### src/rtl/xbus_pkg.sv
package xbus_pkg;
  localparam int WIN_AW = 17;   // address bits inside one window
  localparam int BUS_W  = 16;

  typedef enum logic [2:0] {PH_IDLE, PH_ADDR, PH_STRB, PH_HOLD, PH_TURN} phase_t;

  typedef struct packed {
    logic       wide;   // 16-bit window
    logic       en;
  } win_ctrl_t;

  typedef struct packed {
    logic [2:0] ae;
    logic       turn;
    logic       hold;
    logic [3:0] ws;
    logic [3:0] rs;
  } win_tim_t;

  localparam win_tim_t TIM_RST = '{ae: 3'd7, turn: 1'b0, hold: 1'b0, ws: 4'hF, rs: 4'hF};

  typedef struct packed {
    logic              wr;
    logic              half;
    logic [WIN_AW-1:0] addr;
    logic [BUS_W-1:0]  wdata;
    win_ctrl_t         c;
    win_tim_t          t;
  } xfer_t;
endpackage

### src/rtl/xbus_cfg_regs.sv
module xbus_cfg_regs
  import xbus_pkg::*;
#(
  parameter int NRGN = 4,
  localparam int IW = $clog2(NRGN)
) (
  input  logic                  clk,
  input  logic                  rst,
  input  logic                  cfg_we,
  input  logic [IW-1:0]         cfg_sel,
  input  logic                  cfg_kind,
  input  logic [15:0]           cfg_wdata,
  output win_ctrl_t [NRGN-1:0]  ctrl,
  output win_tim_t  [NRGN-1:0]  tim
);
  logic unused_cfg_bits;
  assign unused_cfg_bits = ^{cfg_wdata[15], cfg_wdata[11:10]};

  for (genvar g = 0; g < NRGN; g++) begin : g_win
    always_ff @(posedge clk) begin
      if (rst) begin
        ctrl[g] <= '0;
        tim[g]  <= TIM_RST;
      end else if (cfg_we && cfg_sel == IW'(g)) begin
        if (!cfg_kind) begin
          ctrl[g].en   <= cfg_wdata[0];
          ctrl[g].wide <= cfg_wdata[1];
        end else begin
          tim[g].ae   <= cfg_wdata[14:12];
          tim[g].turn <= cfg_wdata[9];
          tim[g].hold <= cfg_wdata[8];
          tim[g].ws   <= cfg_wdata[7:4];
          tim[g].rs   <= cfg_wdata[3:0];
        end
      end
    end
  end
endmodule

### src/rtl/xbus_decode.sv
module xbus_decode
  import xbus_pkg::*;
#(
  parameter int NRGN = 4,
  parameter int AW   = 32,
  localparam int HB = AW - WIN_AW,
  localparam int IW = $clog2(NRGN)
) (
  input  logic [HB-1:0] addr_hi,
  output logic          hit,
  output logic [IW-1:0] idx
);
  logic [NRGN-1:0] match;

  for (genvar g = 0; g < NRGN; g++) begin : g_match
    // window g sits at (g+1) << 28
    assign match[g] = (addr_hi == HB'((g + 1) << (HB - 4)));
  end

  always_comb begin
    hit = |match;
    idx = '0;
    for (int i = 0; i < NRGN; i++) begin
      if (match[i]) idx = IW'(i);
    end
  end
endmodule

### src/rtl/xbus_seq.sv
module xbus_seq
  import xbus_pkg::*;
#(
  parameter int NRGN = 4,
  localparam int IW = $clog2(NRGN)
) (
  input  logic              clk,
  input  logic              rst,
  input  logic              req_valid,
  input  logic              req_write,
  input  logic [WIN_AW-1:0] req_addr,
  input  logic              req_half,
  input  logic [BUS_W-1:0]  req_wdata,
  input  logic              sel_hit,
  input  logic [IW-1:0]     sel_idx,
  input  win_ctrl_t         sel_ctrl,
  input  win_tim_t          sel_tim,
  input  logic [BUS_W-1:0]  bus_ad_i,
  output logic              done,
  output logic              err,
  output logic [BUS_W-1:0]  rdata,
  output logic [BUS_W-1:0]  bus_ad_o,
  output logic              bus_ad_oe,
  output logic              bus_ae,
  output logic              bus_rd_n,
  output logic              bus_wr_n,
  output logic [NRGN-1:0]   bus_cs_n,
  output logic              bus_bhe_n,
  output logic              bus_ble_n,
  output logic              bus_a16
);
  phase_t            ph, n_ph;
  logic [3:0]        cnt, n_cnt;
  logic              sec, n_sec;
  logic [IW-1:0]     rgn, n_rgn;
  xfer_t             cx, n_cx;
  logic [BUS_W-1:0]  rbuf, n_rbuf;
  logic              fin, reject, wrap;

  // next-state sequencing
  always_comb begin
    n_ph = ph; n_cnt = cnt; n_sec = sec; n_rgn = rgn; n_cx = cx; n_rbuf = rbuf;
    fin = 1'b0; reject = 1'b0; wrap = 1'b0;
    case (ph)
      PH_IDLE: if (req_valid && !done) begin
        if (sel_hit && sel_ctrl.en) begin
          n_cx.wr = req_write;  n_cx.half = req_half;
          n_cx.addr = req_addr; n_cx.wdata = req_wdata;
          n_cx.c = sel_ctrl;    n_cx.t = sel_tim;
          n_rgn = sel_idx; n_ph = PH_ADDR; n_sec = 1'b0;
          n_cnt = {1'b0, sel_tim.ae}; n_rbuf = '0;
        end else begin
          reject = 1'b1;
        end
      end
      PH_ADDR: if (cnt != 0) n_cnt = cnt - 4'd1;
               else begin n_ph = PH_STRB; n_cnt = cx.wr ? cx.t.ws : cx.t.rs; end
      PH_STRB: if (cnt != 0) n_cnt = cnt - 4'd1;
               else begin
                 if (!cx.wr) begin
                   if (cx.c.wide)
                     n_rbuf = cx.half ? bus_ad_i
                            : {8'h00, cx.addr[0] ? bus_ad_i[15:8] : bus_ad_i[7:0]};
                   else if (sec) n_rbuf = {bus_ad_i[7:0], rbuf[7:0]};
                   else          n_rbuf = {8'h00, bus_ad_i[7:0]};
                 end
                 if (cx.t.hold)                n_ph = PH_HOLD;
                 else if (!cx.wr && cx.t.turn) n_ph = PH_TURN;
                 else                          wrap = 1'b1;
               end
      PH_HOLD: if (!cx.wr && cx.t.turn) n_ph = PH_TURN; else wrap = 1'b1;
      PH_TURN: wrap = 1'b1;
      default: n_ph = PH_IDLE;
    endcase
    if (wrap) begin
      if (!cx.c.wide && cx.half && !sec) begin
        n_ph = PH_ADDR; n_sec = 1'b1; n_cnt = {1'b0, cx.t.ae};
      end else begin
        n_ph = PH_IDLE; fin = 1'b1;
      end
    end
  end

  // pin values for the upcoming cycle
  logic [WIN_AW-1:0] p_badr;
  logic [BUS_W-1:0]  p_dat, p_ad;
  logic              p_act, p_drv;
  logic [NRGN-1:0]   p_cs;
  always_comb begin
    p_badr = n_cx.half ? {n_cx.addr[WIN_AW-1:1], n_sec} : n_cx.addr;
    p_act  = (n_ph == PH_ADDR) || (n_ph == PH_STRB) || (n_ph == PH_HOLD);
    p_drv  = ((n_ph == PH_STRB) || (n_ph == PH_HOLD)) && n_cx.wr;
    if (n_cx.c.wide) p_dat = n_cx.half ? n_cx.wdata : {2{n_cx.wdata[7:0]}};
    else             p_dat = {8'h00, n_sec ? n_cx.wdata[15:8] : n_cx.wdata[7:0]};
    if (n_ph == PH_ADDR) p_ad = n_cx.c.wide ? n_cx.addr[WIN_AW-1:1] : p_badr[BUS_W-1:0];
    else if (p_drv)      p_ad = p_dat;
    else                 p_ad = '0;
    p_cs = '1;
    if (p_act) p_cs[n_rgn] = 1'b0;
  end

  always_ff @(posedge clk) begin
    if (rst) begin
      ph <= PH_IDLE; cnt <= '0; sec <= 1'b0; rgn <= '0; cx <= '0; rbuf <= '0;
      done <= 1'b0; err <= 1'b0; rdata <= '0;
      bus_ad_o <= '0; bus_ad_oe <= 1'b0; bus_ae <= 1'b0;
      bus_rd_n <= 1'b1; bus_wr_n <= 1'b1; bus_cs_n <= '1;
      bus_bhe_n <= 1'b1; bus_ble_n <= 1'b1; bus_a16 <= 1'b0;
    end else begin
      ph <= n_ph; cnt <= n_cnt; sec <= n_sec; rgn <= n_rgn; cx <= n_cx; rbuf <= n_rbuf;
      done <= fin | reject;
      err  <= reject;
      if (fin)         rdata <= n_rbuf;
      else if (reject) rdata <= '0;
      bus_ae    <= (n_ph == PH_ADDR);
      bus_rd_n  <= !((n_ph == PH_STRB) && !n_cx.wr);
      bus_wr_n  <= !((n_ph == PH_STRB) && n_cx.wr);
      bus_ad_oe <= (n_ph == PH_ADDR) || p_drv;
      bus_ad_o  <= p_ad;
      bus_cs_n  <= p_cs;
      bus_a16   <= p_act && !n_cx.c.wide && p_badr[WIN_AW-1];
      bus_bhe_n <= !(p_act && n_cx.c.wide && (n_cx.half || n_cx.addr[0]));
      bus_ble_n <= !(p_act && n_cx.c.wide && (n_cx.half || !n_cx.addr[0]));
    end
  end

  assert_one_strobe_R5: assert property (@(posedge clk) disable iff (rst)
    !(!bus_rd_n && !bus_wr_n));
  assert_cs_single_R2: assert property (@(posedge clk) disable iff (rst)
    $onehot0(~bus_cs_n));
  assert_strobe_has_cs_R2: assert property (@(posedge clk) disable iff (rst)
    (!bus_rd_n || !bus_wr_n) |-> (bus_cs_n != '1));
  assert_done_pulse_R11: assert property (@(posedge clk) disable iff (rst)
    done |=> !done);
  assert_read_float_R6: assert property (@(posedge clk) disable iff (rst)
    !bus_rd_n |-> !bus_ad_oe);
  assert_ae_quiet_R4: assert property (@(posedge clk) disable iff (rst)
    bus_ae |-> (bus_rd_n && bus_wr_n && bus_ad_oe));
  assert_reject_quiet_R3: assert property (@(posedge clk) disable iff (rst)
    err |-> (done && bus_cs_n == '1 && !bus_ae));
endmodule

### src/rtl/xbus_ctrl.sv
module xbus_ctrl
  import xbus_pkg::*;
#(
  parameter int NRGN = 4,
  parameter int AW   = 32,
  localparam int IW = $clog2(NRGN)
) (
  input  logic              clk,
  input  logic              rst,
  input  logic              req_valid,
  input  logic              req_write,
  input  logic [AW-1:0]     req_addr,
  input  logic              req_half,
  input  logic [BUS_W-1:0]  req_wdata,
  output logic              req_done,
  output logic              req_err,
  output logic [BUS_W-1:0]  req_rdata,
  input  logic              cfg_we,
  input  logic [IW-1:0]     cfg_sel,
  input  logic              cfg_kind,
  input  logic [15:0]       cfg_wdata,
  output logic [BUS_W-1:0]  bus_ad_o,
  output logic              bus_ad_oe,
  input  logic [BUS_W-1:0]  bus_ad_i,
  output logic              bus_ae,
  output logic              bus_rd_n,
  output logic              bus_wr_n,
  output logic [NRGN-1:0]   bus_cs_n,
  output logic              bus_bhe_n,
  output logic              bus_ble_n,
  output logic              bus_a16
);
  win_ctrl_t [NRGN-1:0] ctrl;
  win_tim_t  [NRGN-1:0] tim;
  logic                 hit;
  logic [IW-1:0]        idx;

  xbus_cfg_regs #(.NRGN(NRGN)) u_regs (
    .clk(clk), .rst(rst), .cfg_we(cfg_we), .cfg_sel(cfg_sel),
    .cfg_kind(cfg_kind), .cfg_wdata(cfg_wdata), .ctrl(ctrl), .tim(tim));

  xbus_decode #(.NRGN(NRGN), .AW(AW)) u_dec (
    .addr_hi(req_addr[AW-1:WIN_AW]), .hit(hit), .idx(idx));

  xbus_seq #(.NRGN(NRGN)) u_seq (
    .clk(clk), .rst(rst), .req_valid(req_valid), .req_write(req_write),
    .req_addr(req_addr[WIN_AW-1:0]), .req_half(req_half), .req_wdata(req_wdata),
    .sel_hit(hit), .sel_idx(idx), .sel_ctrl(ctrl[idx]), .sel_tim(tim[idx]),
    .bus_ad_i(bus_ad_i), .done(req_done), .err(req_err), .rdata(req_rdata),
    .bus_ad_o(bus_ad_o), .bus_ad_oe(bus_ad_oe), .bus_ae(bus_ae),
    .bus_rd_n(bus_rd_n), .bus_wr_n(bus_wr_n), .bus_cs_n(bus_cs_n),
    .bus_bhe_n(bus_bhe_n), .bus_ble_n(bus_ble_n), .bus_a16(bus_a16));
endmodule

### config.mk
export PLATFORM = sky130hd
export DESIGN_NAME = xbus_ctrl
export DESIGN_NICKNAME = d
export VERILOG_FILES = /design/src/rtl/xbus_pkg.sv /design/src/rtl/xbus_cfg_regs.sv /design/src/rtl/xbus_decode.sv /design/src/rtl/xbus_seq.sv /design/src/rtl/xbus_ctrl.sv
export SDC_FILE = /design/constraint.sdc
export NUM_CORES = 1
export LEC_CHECK = 0
export ABC_CLOCK_PERIOD_IN_PS = 5970
export CORE_AREA = 2 2 165 208
export CTS_BUF_LIST = sky130_fd_sc_hd__clkbuf_2 sky130_fd_sc_hd__clkbuf_4 sky130_fd_sc_hd__clkbuf_8
export DETAILED_ROUTE_END_ITERATION = 12
export DIE_AREA = 0 0 167 210
export GPL_TIMING_DRIVEN = 1
export PLACE_DENSITY = 0.5
export REMOVE_ABC_BUFFERS = 1
export SYNTH_ARGS = -nofsm -noshare
export SYNTH_HDL_FRONTEND = slang
export SYNTH_SLANG_ARGS = --single-unit
### constraint.sdc
create_clock -name clk -period 5.97 [get_ports clk]
set_input_delay 0.8955 -clock clk [delete_from_list [all_inputs] [get_ports clk]]
set_output_delay 0.8955 -clock clk [all_outputs]
set_load 0.01 [all_outputs]
After elaboration in Yosys (flattened, before gate mapping)

Index checks and enable logic that the tools add are counted.

Flip-flop bits (word level): 181
Word-level logic and storage cells: 192

Add/sub/neg operators: 1
Magnitude comparators: 3
Equal/unequal tests: 14
Muxes and demuxes: 64
Bitwise gates (word level): 4
Reductions and logical operators: 50

Operator list:

| cell                                                  | number |
|---|---|
| 2-to-1 mux 16 bit                                     | 14 |
| 2-to-1 mux 50 bit                                     | 3 |
| case mux 16 bit (2 select lines)                      | 1 |
| equality test 15 x 13 -> 1 bit, second input constant | 2 |
| 2-to-1 mux 4 bit                                      | 7 |
| binary-select mux 13 bit (select 2 bit)               | 1 |
| 2-to-1 mux 3 bit                                      | 7 |
| logical AND 1 bit                                     | 18 |
| 2-to-1 mux 1 bit                                      | 17 |
| 2-to-1 mux 8 bit                                      | 2 |
| AND reduction 2 bit                                   | 8 |
| equality test 15 x 12 -> 1 bit, second input constant | 1 |
| equality test 15 x 14 -> 1 bit, second input constant | 1 |
| case mux 3 bit (5 select lines)                       | 1 |
| 2-to-1 mux 13 bit                                     | 1 |
| equality test 3 x 2 -> 1 bit, second input constant   | 4 |
| 2-to-1 mux 2 bit                                      | 6 |
| case mux 4 bit (3 select lines)                       | 1 |
| logical NOT 1 bit                                     | 11 |
| equality test 3 x 1 -> 1 bit, second input constant   | 2 |
| logical OR 1 bit                                      | 6 |
| < comparator 2 x 3 -> 1 bit, second input constant    | 2 |
| binary-select mux 2 bit (select 2 bit)                | 1 |
| equality test 2 bit, second input constant            | 2 |
| 16 further kinds                                      | 17 |

Logic depth before layout (Yosys ltp)

Depth in word-level cells: 17
Gate-level depth with buffers: 10

By module

A second synthesis with hierarchy kept.

Cell total of the unflattened synthesis: 901
Area total of the unflattened synthesis: 8408.1 um^2

Modules (own cells, without submodules):

| module        | times used | cells an instance | area an instance (um^2) | sequential area each (um^2) |
|---|---|---|---|---|
| xbus_seq      | 1          | 651               | 5574.1                  | 2402.3 |
| xbus_cfg_regs | 1          | 220               | 2347.3                  | 1201.2 |
| xbus_ctrl     | 1          | 18                | 392.9                   | 0.0 |
| xbus_decode   | 1          | 12                | 93.8                    | 0.0 |

Least setup slack after synthesis

OpenSTA, ideal clock, no wires.

Kind: input port to flip-flop
Start: input req_addr[18]
End: register u_seq.bus_ad_o[13]
Setup time: 0.124 ns
Arrival: 2.573 ns
Required time: 5.846 ns
Setup slack: 3.272 ns
Stages on the path: 8
Cells stage by stage: nor4_2 -> nand3_2 -> buf_6 -> a211oi_4 -> mux2_4 -> buf_4 -> a21oi_1 -> a22oi_1

Longest elaborated chain between the ends: 16
Elaborated cells on any way between the ends: 28
Classes of those cells: eq/ne: 7; mux: 17; reduce/logical: 4

Ends and longest elaborated chain:

| element                                | RTL line          | source |
|---|---|---|
| start: declaration                     | xbus_ctrl.sv:12   | `input logic [AW-1:0] req_addr,` |
| equality test 15 x 13 -> 1 bit         | xbus_decode.sv:17 | `assign match[g] = (addr_hi == HB'((g + 1) << (HB - 4)));` |
| 2-to-1 mux 1 bit                       | xbus_decode.sv:24 | `if (match[i]) idx = IW'(i);` |
| 2-to-1 mux 2 bit (2 in a row)          | xbus_decode.sv:24 |  |
| binary-select mux 2 bit (select 2 bit) | xbus_ctrl.sv:48   | `.sel_hit(hit), .sel_idx(idx), .sel_ctrl(ctrl[idx]), .sel_tim(tim[idx]),` |
| 2-to-1 mux 2 bit (implied by the code) | xbus_ctrl.sv:48   |  |
| logical AND 1 bit                      | xbus_seq.sv:46    | `if (sel_hit && sel_ctrl.en) begin` |
| 2-to-1 mux 3 bit                       | xbus_seq.sv:46    |  |
| 2-to-1 mux 3 bit                       | xbus_seq.sv:45    | `PH_IDLE: if (req_valid && !done) begin` |
| case mux 3 bit (5 select lines)        | xbus_seq.sv:44    | `case (ph)` |
| 2-to-1 mux 3 bit                       | xbus_seq.sv:75    | `if (wrap) begin` |
| equality test 3 x 2 -> 1 bit           | xbus_seq.sv:92    | `p_drv = ((n_ph == PH_STRB) \|\| (n_ph == PH_HOLD)) && n_cx.wr;` |
| logical OR 1 bit                       | xbus_seq.sv:92    |  |
| logical AND 1 bit                      | xbus_seq.sv:92    |  |
| 2-to-1 mux 16 bit                      | xbus_seq.sv:96    | `else if (p_drv) p_ad = p_dat;` |
| 2-to-1 mux 16 bit (*)                  | xbus_seq.sv:95    | `if (n_ph == PH_ADDR) p_ad = n_cx.c.wide ? n_cx.addr[WIN_AW-1:1] : p_badr[BUS_W-1:0];` |
| end signal: assignment                 | xbus_seq.sv:119   | `bus_ad_o <= p_ad;` |
| end: declaration                       | xbus_seq.sv:22    | `output logic [BUS_W-1:0] bus_ad_o,` |

Every way passes the cells marked *; elsewhere a longest branch is shown, timed or not. The select of a mux whose other input is x is not followed.
A chain may end at the register's enable or synchronous reset.

Final worst setup path

Start: input req_addr[28]
End: register u_seq.bus_ad_o[15]

Same word-level chain as after synthesis.

==> impl_metrics.tcl <==
set metrics [dict create \
    maxSlewHeadroom_pct 23.8 \
    worstSetupPathType "primary input to register" \
    hold_violations 0 \
    clkTransAtPathRegs_ps 100 \
    setup_viol 0 \
    dp_cells 1420 \
    synth_edf_count 0 \
    layout_setup_ws_ps 2360 \
    vias 6945 \
    ys.flop_type "dfxtp_1" \
    netlist_area_sq_mm 0.00818 \
    grt_pass1_wl_microns 38600 \
    drt_iter0_markers 419 \
    n_antenna_cell 0 \
    setup_tns_ps 0 \
    ys_warn_count 0 \
    gr-usage-met3_pct 2.55 \
    cts_root_buf "clkbuf_8" \
    instances_no_fill 1451 \
    routedWlPerCell_microns 16.6 \
    die_x_microns 167 \
    numCtsBuffers 17 \
    place_ws_ps 1830 \
    insertion_delay_ps 470 \
    row_count 75 \
    die_h_microns 210 \
    async_flop_share_pct 0 \
    netlist.area_leader.share_pct 44.1 \
    post_cts_resized 0 \
    area_delta_synth_final_pct 24.8 \
    initial_core_util_pct 24.7 \
    finClkSkew_ps 17.9 \
    drt-total-wl_microns 24100 \
    ys_ff_latch 180 \
    yosysMostFrequentCell "nand2_1" \
    synth_top_area_cell "dfxtp_1" \
    gp_congestion 0.745 \
    hpwl_microns 16400 \
    critPathRequiredTime_ps 6320 \
    grt_pass1_vias 7066 \
    whs_ps 457 \
    drc 0 \
    hp-class "register to register" \
    rsz0062_at_grt "no" \
    postCtsSetupBuffers 0 \
    fmax_mhz 277 \
    cp-end-kind "register" \
    synth.avg_cell_area_sq_um 8.83 \
    grt_max_degree 53 \
    fin_crit_sh_pct 60.5 \
    power.density_mw_per_mm2 227 \
    fin_crit_ps 3610 \
    clock_path_buffers 2 \
    fin_nets 1106 \
    busiest_layer "met2" \
    viasPerCell 4.79 \
    cts.sinks 180 \
    vdd_drop_max_mv 0.114 \
    htree_num_levels 4 \
    max_cap_viol_count 0 \
    track_usage_pct 13.9 \
    cts_tree "yes" \
    synth_cell_types 76 \
    drt_first_pass_iters 4 \
    design.core.area_sq_mm 0.0331 \
    synth_common_cells "nand2_1 (207), dfxtp_1 (180), mux2i_1 (82)" \
    ant_nets 0 \
    grt-ovfl-total 0 \
    cp_max_fo 52 \
    grtUsageMet1_pct 16.6 \
    antenna_found_initial 0 \
    start_kind "primary input" \
    grtUsageMet2_pct 24.7 \
    port_buffers 130 \
    layout-drive-gt1-share_pct 7.88 \
    finalPower_uw 2310 \
    synth_seq_area_share_pct 44.1 \
    synth.area.top_cells "dfxtp_1 (44%), mux2i_1 (10%), nand2_1 (9.5%)" \
    floorplan.die_area_sq_mm 0.0351 \
    slew_viol_final 0 \
    worst_pin_slew_ps 1140 \
    boundaryPins 134 \
    postSynthCellCount 926 \
    cts_hold_buffers 0 \
    cp.arrival_ps 3960 \
    status "completed" \
    leakage_uw 0.00379 \
]
[flip-flops by register name, summed over array words and instances, names as in the netlist, 2 cells and up]
name            flops
u_seq.cx           49
u_regs.ctrl         8
u_seq.cnt           4
u_seq.rdata        16
u_regs.tim         52
u_seq.rbuf         16
u_seq.ph            3
u_seq.bus_cs_n      4
u_seq.rgn           2
u_seq.bus_ad_o     16
[metrics by stage]
stage	util (%)	area (sq um)
6_report	30.8	10200
3_5_place_dp	29.5	9770
4_1_cts	30.8	10200
2_1_floorplan	-	7880
5_1_grt	30.8	10200
3_3_place_gp	29.5	9770
[cell type report]
type,count,area [sq um]
Fill cell,3510,22900
Multi-Input combinational cell,675,4270
Sequential cell,180,3600
Timing Repair Buffer,137,1350
Tap cell,423,529
Clock buffer,17,234
Clock inverter,14,199
Inverter,5,18.8
[placed cells by master (no fill, tap or decap), types with 8 or more instances in the layout]
cell type          n
a211o_1           12
a21oi_1           71
a22o_1            17
a22oi_1           19
clkbuf_8          17
clkdlybuf4s50_1  129
dfxtp_1          180
mux2_2            11
mux2i_1           82
nand2_1          207
nand2b_1           8
nand3_1           36
nor2_1            39
nor2b_1           10
nor3_1            12
o21ai_0           16
o22ai_1           12
o2bb2ai_1         14
[per-layer routing]
metal  wire length, microns  vias to the layer above  part of all wire, %
met2                  12100                      139                   50
met3                    828                       27                  3.4
li1                       -                     3481                    -
met4                    605                        0                  2.5
met1                  10600                     3298                   44
met5                      0                        -                    0
[power breakdown]
part / internal [uW] / switching, uW
Combinational: 75.2 / 72.8
Sequential: 1210 / 5.85
Clock: 460 / 485
[kinds of logic (layout without fill, tap and decap cells)]
family / after synthesis / in the layout / share of synthesized area, %
xor+xnor: 2 / 2 / 0.214
mux: 94 / 94 / 11.7
fa+ha+maj: 1 / 1 / 0.153
buf+inv: 71 / 173 / 3.81
flops: 180 / 180 / 44.1
simple gates: 361 / 361 / 20.7
compound gates: 217 / 217 / 19.3
[critical path, stage by stage]
cell and delay, ps:
clkdlybuf4s50_1 740, nor2b_1 100, a32oi_2 380, a211o_2 620, buf_4 580, mux2_2 420
nand2_1 90, a22oi_1 100
[worst paths after layout]
kind / from / end / slack, ps / cells after the start
setup / recovery: req_addr[28] / u_seq.bus_ad_o[15]$_SDFF_PP0_ / 2360 / 8
hold / removal: u_seq.cx[10]$_SDFFE_PP0P_ / u_seq.cx[10]$_SDFFE_PP0P_ / 460 / 2
setup reg to reg: u_seq.ph[0]$_SDFF_PP0_ / u_seq.bus_ad_o[15]$_SDFF_PP0_ / 2770 / 7
hold reg to reg: u_seq.cx[10]$_SDFFE_PP0P_ / u_seq.cx[10]$_SDFFE_PP0P_ / 460 / 2
Note: power is estimated with default switching activity, not from simulation.
